File: src/rtl/adcq_pkg.sv
package adcq_pkg;
  localparam logic [1:0] SRC_SW    = 2'd0;
  localparam logic [1:0] SRC_EDGE  = 2'd1;
  localparam logic [1:0] SRC_TIMER = 2'd2;
  localparam logic [1:0] SRC_GATE  = 2'd3;

  localparam logic [1:0] FMT_RJU = 2'd0;
  localparam logic [1:0] FMT_LJU = 2'd1;
  localparam logic [1:0] FMT_LJS = 2'd2;

  localparam int unsigned CHW = 6;

  typedef struct packed {
    logic           pause;
    logic [1:0]     stime;
    logic [CHW-1:0] chan;
  } cmd_t;
endpackage

File: src/rtl/adcq_timer.sv
module adcq_timer #(
  parameter int unsigned TW = 16
) (
  input  logic          clk,
  input  logic          rst_n,
  input  logic [TW-1:0] period,
  output logic          tick
);
  logic [TW-1:0] cnt_q, cnt_d;

  always_comb begin
    tick  = (cnt_q >= period);
    cnt_d = tick ? '0 : cnt_q + 1'b1;
  end

  always_ff @(posedge clk or negedge rst_n) begin
    if (!rst_n) cnt_q <= '0;
    else        cnt_q <= cnt_d;
  end
endmodule

File: src/rtl/adcq_trig.sv
module adcq_trig
  import adcq_pkg::*;
#(
  parameter bit GATE_OK = 1'b0
) (
  input  logic       clk,
  input  logic       rst_n,
  input  logic [1:0] src,
  input  logic       sw,
  input  logic       ext,
  input  logic       tick,
  output logic       fire,
  output logic       allow
);
  logic ext_q;
  logic rise;

  always_ff @(posedge clk or negedge rst_n) begin
    if (!rst_n) ext_q <= 1'b0;
    else        ext_q <= ext;
  end

  assign rise = ext & ~ext_q;

  generate
    if (GATE_OK) begin : g_gate
      always_comb begin
        fire  = 1'b0;
        allow = 1'b1;
        case (src)
          SRC_SW:    fire = sw;
          SRC_EDGE:  fire = rise;
          SRC_TIMER: fire = tick;
          default: begin
            fire  = rise;
            allow = ext;
          end
        endcase
      end
    end else begin : g_plain
      always_comb begin
        allow = 1'b1;
        case (src)
          SRC_SW:    fire = sw;
          SRC_EDGE:  fire = rise;
          SRC_TIMER: fire = tick;
          default:   fire = 1'b0;
        endcase
      end
    end
  endgenerate
endmodule

File: src/rtl/adcq_res_ram.sv
module adcq_res_ram
  import adcq_pkg::*;
#(
  parameter int unsigned AW = 6,
  parameter int unsigned RW = 10,
  parameter int unsigned OW = 16
) (
  input  logic          clk,
  input  logic          rst_n,
  input  logic          we,
  input  logic [AW-1:0] waddr,
  input  logic [RW-1:0] wdata,
  input  logic [AW-1:0] raddr,
  input  logic [1:0]    rfmt,
  output logic [OW-1:0] rdata
);
  localparam int unsigned DEPTH = 1 << AW;
  localparam int unsigned PADW  = OW - RW;

  logic [RW-1:0] mem [DEPTH];
  logic [RW-1:0] rword;
  logic [OW-1:0] fmt_d;
  logic [OW-1:0] rdata_q;

  always_ff @(posedge clk) begin
    if (we) mem[waddr] <= wdata;
  end

  assign rword = mem[raddr];

  always_comb begin
    case (rfmt)
      FMT_LJU: fmt_d = {rword, {PADW{1'b0}}};
      FMT_LJS: fmt_d = {~rword[RW-1], rword[RW-2:0], {PADW{1'b0}}};
      default: fmt_d = {{PADW{1'b0}}, rword};
    endcase
  end

  always_ff @(posedge clk or negedge rst_n) begin
    if (!rst_n) rdata_q <= '0;
    else        rdata_q <= fmt_d;
  end

  assign rdata = rdata_q;
endmodule

File: src/rtl/adcq_seq.sv
module adcq_seq
  import adcq_pkg::*;
#(
  parameter int unsigned AW = 6,
  parameter int unsigned RW = 10,
  parameter int unsigned OW = 16,
  parameter int unsigned TW = 16
) (
  input  logic          clk,
  input  logic          rst_n,
  input  logic          cmd_we,
  input  logic [AW-1:0] cmd_addr,
  input  logic [9:0]    cmd_wdata,
  input  logic [AW-1:0] boundary,
  input  logic [1:0]    q1_src,
  input  logic [1:0]    q2_src,
  input  logic          q1_cont,
  input  logic          q2_cont,
  input  logic [TW-1:0] timer_period,
  input  logic [1:0]    sw_trig,
  input  logic [1:0]    ext_trig,
  output logic          conv_start,
  output logic [CHW-1:0] conv_chan,
  output logic [1:0]    conv_stime,
  input  logic          conv_done,
  input  logic [RW-1:0] conv_result,
  input  logic [AW-1:0] rd_addr,
  input  logic [1:0]    rd_fmt,
  output logic [OW-1:0] rd_data,
  output logic [1:0]    pause_flag,
  output logic [1:0]    done_flag,
  input  logic [3:0]    flag_clr,
  output logic [AW:0]   q1_ptr,
  output logic [AW:0]   q2_ptr
);
  localparam int unsigned DEPTH = 1 << AW;
  localparam logic [AW:0] PEND  = {1'b1, {AW{1'b0}}};
  localparam logic [CHW-1:0] EOQ_CH = '1;

  // command table
  cmd_t cmd_mem [DEPTH];
  logic unused_wbit;
  assign unused_wbit = cmd_wdata[6];

  always_ff @(posedge clk) begin
    if (cmd_we) cmd_mem[cmd_addr] <= cmd_t'({cmd_wdata[9:7], cmd_wdata[5:0]});
  end

  // trigger sources
  logic       tick;
  logic [1:0] fire, allow;
  logic [1:0][1:0] src_v;
  assign src_v = {q2_src, q1_src};

  adcq_timer #(.TW(TW)) u_timer (
    .clk(clk), .rst_n(rst_n), .period(timer_period), .tick(tick)
  );

  for (genvar g = 0; g < 2; g++) begin : g_q
    adcq_trig #(.GATE_OK(g == 0)) u_trig (
      .clk(clk), .rst_n(rst_n), .src(src_v[g]), .sw(sw_trig[g]),
      .ext(ext_trig[g]), .tick(tick), .fire(fire[g]), .allow(allow[g])
    );
  end

  // state
  logic [1:0][AW:0] ptr_q, ptr_d;
  logic [1:0]       run_q, run_d;
  logic [1:0]       pause_q, pause_d, done_q, done_d;
  logic             busy_q, busy_d;
  logic             cur_q_q, cur_q_d;
  logic [AW-1:0]    cur_idx_q, cur_idx_d;
  logic             cur_pause_q, cur_pause_d;
  logic [CHW-1:0]   chan_q, chan_d;
  logic [1:0]       stime_q, stime_d;
  logic             res_we;

  // queue selection
  logic [1:0][AW:0] q_start, q_end;
  logic [1:0]       eff_run, cont;
  logic             sel, any_run, at_end, is_eoq;
  logic [AW:0]      idx_sel;
  cmd_t             cmd_sel;

  assign q_start = {{1'b0, boundary}, {(AW+1){1'b0}}};
  assign q_end   = {PEND, {1'b0, boundary}};
  assign cont    = {q2_cont, q1_cont};
  assign eff_run = run_q & allow;
  assign any_run = |eff_run;
  assign sel     = ~eff_run[0];
  assign idx_sel = (ptr_q[sel] < q_start[sel]) ? q_start[sel] : ptr_q[sel];
  assign at_end  = (idx_sel >= q_end[sel]);
  assign cmd_sel = cmd_mem[idx_sel[AW-1:0]];
  assign is_eoq  = (cmd_sel.chan == EOQ_CH);

  always_comb begin
    ptr_d       = ptr_q;
    run_d       = run_q;
    pause_d     = pause_q & ~flag_clr[1:0];
    done_d      = done_q & ~flag_clr[3:2];
    busy_d      = busy_q;
    cur_q_d     = cur_q_q;
    cur_idx_d   = cur_idx_q;
    cur_pause_d = cur_pause_q;
    chan_d      = chan_q;
    stime_d     = stime_q;
    res_we      = 1'b0;
    if (busy_q) begin
      if (conv_done) begin
        busy_d          = 1'b0;
        res_we          = 1'b1;
        ptr_d[cur_q_q]  = {1'b0, cur_idx_q} + 1'b1;
        if (cur_pause_q) begin
          run_d[cur_q_q]   = 1'b0;
          pause_d[cur_q_q] = 1'b1;
        end
      end
    end else if (any_run) begin
      if (at_end || is_eoq) begin
        done_d[sel] = 1'b1;
        ptr_d[sel]  = q_start[sel];
        if (!cont[sel]) run_d[sel] = 1'b0;
      end else begin
        busy_d      = 1'b1;
        cur_q_d     = sel;
        cur_idx_d   = idx_sel[AW-1:0];
        cur_pause_d = cmd_sel.pause;
        chan_d      = cmd_sel.chan;
        stime_d     = cmd_sel.stime;
        ptr_d[sel]  = idx_sel;
      end
    end
    for (int i = 0; i < 2; i++) begin
      if (!allow[i])    run_d[i] = 1'b0;
      else if (fire[i]) run_d[i] = 1'b1;
    end
  end

  always_ff @(posedge clk or negedge rst_n) begin
    if (!rst_n) begin
      ptr_q       <= '0;
      run_q       <= '0;
      pause_q     <= '0;
      done_q      <= '0;
      busy_q      <= 1'b0;
      cur_q_q     <= 1'b0;
      cur_idx_q   <= '0;
      cur_pause_q <= 1'b0;
      chan_q      <= '0;
      stime_q     <= '0;
    end else begin
      ptr_q       <= ptr_d;
      run_q       <= run_d;
      pause_q     <= pause_d;
      done_q      <= done_d;
      busy_q      <= busy_d;
      cur_q_q     <= cur_q_d;
      cur_idx_q   <= cur_idx_d;
      cur_pause_q <= cur_pause_d;
      chan_q      <= chan_d;
      stime_q     <= stime_d;
    end
  end

  adcq_res_ram #(.AW(AW), .RW(RW), .OW(OW)) u_res (
    .clk(clk), .rst_n(rst_n), .we(res_we), .waddr(cur_idx_q),
    .wdata(conv_result), .raddr(rd_addr), .rfmt(rd_fmt), .rdata(rd_data)
  );

  assign conv_start = busy_q;
  assign conv_chan  = chan_q;
  assign conv_stime = stime_q;
  assign pause_flag = pause_q;
  assign done_flag  = done_q;
  assign q1_ptr     = ptr_q[0];
  assign q2_ptr     = ptr_q[1];
endmodule

File: config.mk
export PLATFORM = sky130hd
export DESIGN_NAME = adcq_seq
export DESIGN_NICKNAME = d
export VERILOG_FILES = /design/src/rtl/adcq_pkg.sv /design/src/rtl/adcq_timer.sv /design/src/rtl/adcq_trig.sv /design/src/rtl/adcq_res_ram.sv /design/src/rtl/adcq_seq.sv
export SDC_FILE = /design/constraint.sdc
export NUM_CORES = 1
export LEC_CHECK = 0
export BUFFER_PORTS_ARGS = -buffer_cell sky130_fd_sc_hd__clkbuf_2
export CORE_UTILIZATION = 50
export DETAILED_ROUTE_END_ITERATION = 10
export PLACE_DENSITY = 0.66
export SYNTH_ARGS = -nofsm -noshare
export SYNTH_HDL_FRONTEND = slang
export SYNTH_SLANG_ARGS = --single-unit
File: constraint.sdc
create_clock -name clk -period 15.3 [get_ports clk]
set_input_delay 0 -clock clk [delete_from_list [all_inputs] [get_ports clk]]
set_output_delay 0 -clock clk [all_outputs]
set_load 0.005 [all_outputs]
=== After elaboration in Yosys (flattened, before gate mapping) ===
Memories as Yosys holds them, arrays and structs flattened.
Cells that the tools add are included.

* Add/sub/neg operators: 2
* Multipliers: 0
* Divide/modulo/power cells: 0
* Order comparisons: 7
* Equal/unequal tests: 16
* Shift-type cells: 0
* Muxes and demuxes: 54
* Bitwise gates (word level): 19
* Reduce and logical (&&, ||, !) cells: 14

{| class="wikitable"
|+ Operator list
! cell !! count
|-
| $mux 14 || 4
|-
| $mux 7 || 8
|-
| $bwmux 14 || 3
|-
| $pmux 16 s2 || 1
|-
| $mux 2 || 12
|-
| $ne 4x3->1 const B || 5
|-
| $mux 1 || 18
|-
| $add 16x1->16 const B || 1
|-
| $ge 16x16->1 || 1
|-
| $mux 16 || 1
|-
| $demux 7 s1 || 2
|-
| $and 2x2->2 || 5
|-
| $reduce_and 5->1 || 2
|-
| $not 2->2 || 4
|-
| $add 6x1->7 const B || 1
|-
| $ge 7x7->1 || 1
|-
| $lt 7x7->1 || 1
|-
| $eq 2x1->1 const B || 3
|-
| $eq 2x2->1 const B || 3
|-
| $eq 6x6->1 const B || 1
|-
| $mux 6 || 1
|-
| $ne 3x2->1 const B || 2
|-
| $not 1->1 || 6
|-
| $reduce_bool 3->1 || 2
|-
| 17 further kinds || 24
|}

* Register bits: 71
* Bits in latches: 0
* RAM bits: 1216
* Bits in read-only memories: 0
* Bits of input ports: 74
* Output and inout port bits: 43
* Word-level logic and storage cells: 130
* Memories: 2

{| class="wikitable"
|+ Memory list
! name !! words !! width !! rd ports !! clocked after Yosys merged registers in !! write ports !! RTL line !! RTL
|-
| u_res.mem || 64 || 10 || 1 || 0 || 1 || adcq_res_ram.sv:20 || <nowiki>logic [RW-1:0] mem [DEPTH];</nowiki>
|-
| cmd_mem || 64 || 9 || 1 || 0 || 1 || adcq_seq.sv:41 || <nowiki>cmd_t cmd_mem [DEPTH];</nowiki>
|}

=== Depth between registers and ports, before layout ===
* Word-level depth: 17
* Depth in mapped cells: 32
* Mapped depth without buffers: 24

=== Hierarchy ===
Synthesis repeated with hierarchy kept, for this count alone.

* Cells, all modules: 2836
* Area total of the unflattened synthesis: 51974.8 um^2

{| class="wikitable"
|+ By module, submodules not included
! module !! instances !! cells an instance !! area an instance (um^2) !! sequential area each (um^2)
|-
| adcq_res_ram || 1 || 1190 || 25490.7 || 19618.8
|-
| adcq_seq || 1 || 1508 || 25238.0 || 18222.5
|-
| adcq_timer || 1 || 126 || 1123.6 || 400.4
|-
| adcq_trig at g_q[1].u_trig || 1 || 7 || 70.1 || 25.0
|-
| adcq_trig at g_q[0].u_trig || 1 || 5 || 52.6 || 25.0
|}

=== Worst setup path before layout ===
OpenSTA, ideal clock, no wires.

* Path type: flip-flop to flip-flop
* Start point: reg run_q[0]
* End point: reg ptr_q, in the netlist q1_ptr[4]
* Setup time: 0.096 ns
* Data arrival time: 5.710 ns
* Required time: 15.204 ns
* Slack: 9.494 ns
* Cell stages (with the launch flop): 28
* Buffers on the path: 9
* Clock period less this slack: 5.806 ns
* Cell sequence: dfrtp_1 -> buf_4 -> clkbuf_1 -> nand2_1 -> o211ai_1 -> clkbuf_1 -> ha_1 -> o21a_1 -> o2111a_1 -> a21oi_2 -> a22oi_4 -> inv_2 -> buf_2 -> buf_2 -> buf_2 -> buf_1 -> clkbuf_1 -> ha_1 -> a21o_1 -> a21oi_1 -> nor2b_1 -> o21ai_0 -> nand2b_1 -> a21oi_1 -> o21a_1 -> clkbuf_1 -> nand2_1 -> o31ai_1

* Cells in the longest elaborated chain, start to end: 11
* Elaborated cells on any way between the ends: 27
* Classes of those cells: order compare (4); eq/ne (1); mux (14); bitwise (2); reduce/logical (5); memory (1)

{| class="wikitable"
|+ RTL lines
! item !! RTL line !! RTL
|-
| from (decl) || adcq_seq.sv:68 || <nowiki>logic [1:0] run_q, run_d;</nowiki>
|-
| from (signal assigned) || adcq_seq.sv:153 || <nowiki>run_q <= run_d;</nowiki>
|-
| $and 2x2->2 (*) || adcq_seq.sv:88 || <nowiki>assign eff_run = run_q & allow;</nowiki>
|-
| $mux 7 (implied by the code) or $mux 6 (tied branches) || adcq_seq.sv:91 || <nowiki>assign idx_sel = (ptr_q[sel] < q_start[sel]) ? q_start[sel] : ptr_q[sel];</nowiki>
|-
| $mux 7 (implied by the code) || adcq_seq.sv:91 ||
|-
| $lt 7x7->1 || adcq_seq.sv:91 ||
|-
| $mux 7 (*) || adcq_seq.sv:91 ||
|-
| via idx_sel[1] || adcq_seq.sv:82 || <nowiki>logic [AW:0] idx_sel;</nowiki>
|-
| $mem_v2 64x9 || -- ||
|-
| $eq 6x6->1 || adcq_seq.sv:94 || <nowiki>assign is_eoq = (cmd_sel.chan == EOQ_CH);</nowiki>
|-
| $logic_or 1x1->1 (*) || adcq_seq.sv:119 || <nowiki>if (at_end || is_eoq) begin</nowiki>
|-
| $mux 14 (*) || adcq_seq.sv:119 ||
|-
| $mux 14 (*) || adcq_seq.sv:118 || <nowiki>end else if (any_run) begin</nowiki>
|-
| $mux 14 (*) || adcq_seq.sv:108 || <nowiki>if (busy_q) begin</nowiki>
|-
| to (signal assigned) || adcq_seq.sv:152 || <nowiki>ptr_q <= ptr_d;</nowiki>
|-
| to (decl) || adcq_seq.sv:67 || <nowiki>logic [1:0][AW:0] ptr_q, ptr_d;</nowiki>
|}

The timed path passes the listed nets; every way through them passes the cells marked *. The select of a mux whose other input is x is not followed.
A chain may end at the register's enable or synchronous reset.

=== Final worst setup path ===
* Start point: reg run_q[0]
* End point: reg run_q[0]

* Cells in the longest elaborated chain, start to end: 14
* Elaborated cells on any way between the ends: 37
* Classes of those cells: order compare (4); eq/ne (4); mux (19); bitwise (5); reduce/logical (4); memory (1)

{| class="wikitable"
|+ RTL lines
! item
|-
| branches (longest 14 deep; another with $mem_v2 64x9)
|}

Parallel ways; which one is timed is not known. The select of a mux whose other input is x is not followed.

==> out/results.ini <==
[sta]
drv_slew = 0
max_slew_margin_pct = 14.85
timing.final.crit_share_pct = 63.80
hold_viol_final = 0
fin_crit_ns = 9.761
max_clock_freq_mhz = 102.4
whs_ns = 0.05826
setup_violations = 0
rsz0062_at_grt = false
fin_tns_setup_ns = 0
worstMarginPinSlew_ns = 1.273
finClkSkew_ns = 0.02885

[floorplan]
fp.dieW_um = 326.6
die_h_um = 326.6
ioPinCount = 117
die_area_um2 = 106700
rows = 118
initial_core_util_pct = 50.70
core-area_um2 = 103900

[yosys]
ys_warn_count = 0
synth_edf_count = 1216
synth_top_area_cell = edfxtp_1
synthArstFlopShare_pct = 5.517
syn_inst = 3108
syn_area_um2 = 52700
synth_top_area_share_pct = 69.29
seq_area_frac_synth_pct = 72.67
synth_fp_nets = 3214
synth.avg_cell_area_um2 = 16.95
ys_types = 89
synth-seq-cells = 1287
synth_area_leaders = edfxtp_1 (69%), mux4_2 (9.3%), dfrtp_1 (3.4%)
synth-main-ff-cell = edfxtp_1

[global_routing]
antenna_found_initial = 2
grt_pass1_vias = 29350
gr-usage-met2_pct = 38.10
grtUsageMet3_pct = 6.546
grt_max_degree = 138
grt_util_met1_pct = 36.45
busiest_layer = met2
grtUsageTotal_pct = 25.25
overflow = 0
grt_pass1_wl_um = 197200

[drt]
viasPerCell = 6.332
route.vias.total = 30140
avgRoutedWirePerCell_um = 28.15
drcViolationCount = 0
dr.pass1.iters = 7
first_iter_violations = 3890
antenna_left = 0
drt-total-wl_um = 133900

[clock_tree]
h-tree-depth = 4
insertion_delay_ns = 0.74
tritoncts = done
cts_buffers = 132
cts_buffer_depth = 3
cts_sinks = 1287
clockRootBuffer = clkbuf_16
post_cts_buffers = 0
cts_resized = 0
path_clk_slew_ns = 0.06

[cells_and_area]
final_nets = 3382
area_growth_syn_to_layout_pct = 12.63
drive_gt1_share_pct = 19.44
register_area_um2 = 38290
fillCellCount = 7756
antenna_cells = 0
multiInputGateArea_um2 = 13390

[placement]
gp_congestion = 0.8994
hpwl_um = 82380
io_buffer_count = 115

[worst_setup_path]
r2r-start = run_q[0]
worst_setup_path_end_kind = register
reg2reg_slack_ns = 5.54
start_kind = register
reg2reg_to = run_q[0]
path_class = register to register
crit_fanout = 137
crit_arrival_ns = 10.35
required_ns = 15.89
r2r_cells = 18

[power]
power_leakage_nw = 19.77
p_per_area_nw_per_um2 = 200.2
max-vdd-ir-drop_mv = 0.3823

[outcome]
status = finished clean

[min_path]
holdPathEnd = u_timer.cnt_q[5]
hp-class = input pin to register
holdPathStages = 7
min_from = timer_period[11]

[flow_run]
drv_cap = 0

## critical path, cell delays in order, from the launching register on
cell           delay, ns
dfrtp_1             0.76
nand2b_1            0.19
o211a_1             0.79
inv_1               0.50
ha_1                0.37
or4b_4              0.58
a21oi_2             0.92
a22oi_4             0.15
inv_8               0.66
buf_4               0.89
a2111oi_0           0.32
a2111o_1            0.43
a211oi_1            0.60
a21oi_1             0.08
o221ai_1            0.50
nand4_2             0.51
a2111oi_0           0.46
dlygate4sd3_1       0.60
nor3_1              0.05
## cells by family after synthesis
logic type,share of synthesized area (%)
flip-flops,72.67
AND/OR/NAND/NOR,6.731
AO/OA/AOI/OAI,5.832
multiplexers,11.72
buffers and inverters,1.997
adder cells (fa/ha/maj),0.7598
XOR/XNOR,0.2992
## final cells by class
type	instances	share of cell area (%)
clock inverters	65	0.9782
clock buffers	172	6.031
repair buffers	220	2.595
multi-input cells	1572	22.55
inverters	63	0.4153
flip-flops and latches	1287	64.52
well taps	1380	2.909
## cells in the final DEF, fill, tap and decap left out, drive strengths merged, types with 58 or more instances in the layout
cell and instances:
nor2 174, clkbuf 284, dfrtp 71, buf 58, mux4 218, nand3 64, nand2 345, edfxtp 1216
inv 67, mux2i 76, o21ai 68, a21oi 65
## how the worst max path moves through the flow
stage,start,end,slack (ns),cells past startpoint
after floorplan,run_q[0],q1_ptr[4],9.49,27
final,run_q[0],run_q[0],5.54,18
after detailed placement,q1_src[0],conv_stime[0],6.07,18
after CTS,run_q[0],run_q[0],5.78,18
after global placement,q1_src[0],conv_chan[0],6.32,18
after global routing,run_q[0],run_q[0],5.28,19
## cells in the mapped netlist (9+ instances only)
cell type	n
a211oi_1	20
a21boi_0	18
a21oi_1	63
a221oi_1	34
a311oi_1	42
a31oi_1	21
and2_1	20
and3_1	51
buf_1	33
buf_2	40
clkbuf_1	101
dfrtp_1	71
edfxtp_1	1216
ha_1	32
inv_1	58
mux2_2	33
mux2i_1	75
mux4_2	218
nand2_1	345
nand2b_1	12
nand3_1	64
nand3b_1	15
nand4_1	13
nor2_1	173
nor3_1	18
nor4_1	10
o2111ai_1	14
o211ai_1	9
o21ai_0	64
o221a_2	9
o221ai_1	17
o31ai_1	13
xor2_1	11
## state kept, by name (all words and copies together) (netlist names)
register	flops
cur_q_q	1
run_q	2
u_res.rdata	16
done_flag	2
conv_stime	2
cmd_mem	576
cur_pause_q	1
g_q.u_trig.ext_q	2
conv_chan	6
q1_ptr	7
u_timer.cnt_q	16
pause_flag	2
q2_ptr	7
u_res.mem	640
conv_start	1
cur_idx_q	6
## per-stage QoR
stage | std cells | power, mW | util [%] | instance area, um2 | setup slack (ns)
global route | 4759 | 12.32 | 57.10 | 59350 | 5.279
detailed placement | 4471 | 8.692 | 52.59 | 54660 | 6.070
global placement | 4471 | 8.612 | 52.59 | 54660 | 6.316
floorplan | 3108 | 7.067 | - | 52700 | 9.494
CTS | 4759 | 11.80 | 57.10 | 59350 | 5.784
finish | 4759 | 11.88 | 57.10 | 59350 | 5.539
## per-layer routing
layer  vias up  routed length [um]
met5         -                  13
met4         2                3458
met3       241               14650
met2      1683               61620
met1     15510               54200
li1      12700                   -
## power breakdown
group          switching (mW)  total, mW  leakage [nW]  internal (mW)
clock                    1.32       3.10          2.03           1.78
sequential              0.121       4.09          11.8           3.97
combinational            3.23       4.69          5.92           1.46
total                    4.68       11.9          19.8           7.21
## repair_timing
| action | in CTS | in global routing |
|---|---|---|
| hold buffers | 51 | 0 |
| setup endpoints to repair | 0 | 0 |
| endpoints found under the hold margin | 1318 | 0 |
(Power assumes the default switching activity.)
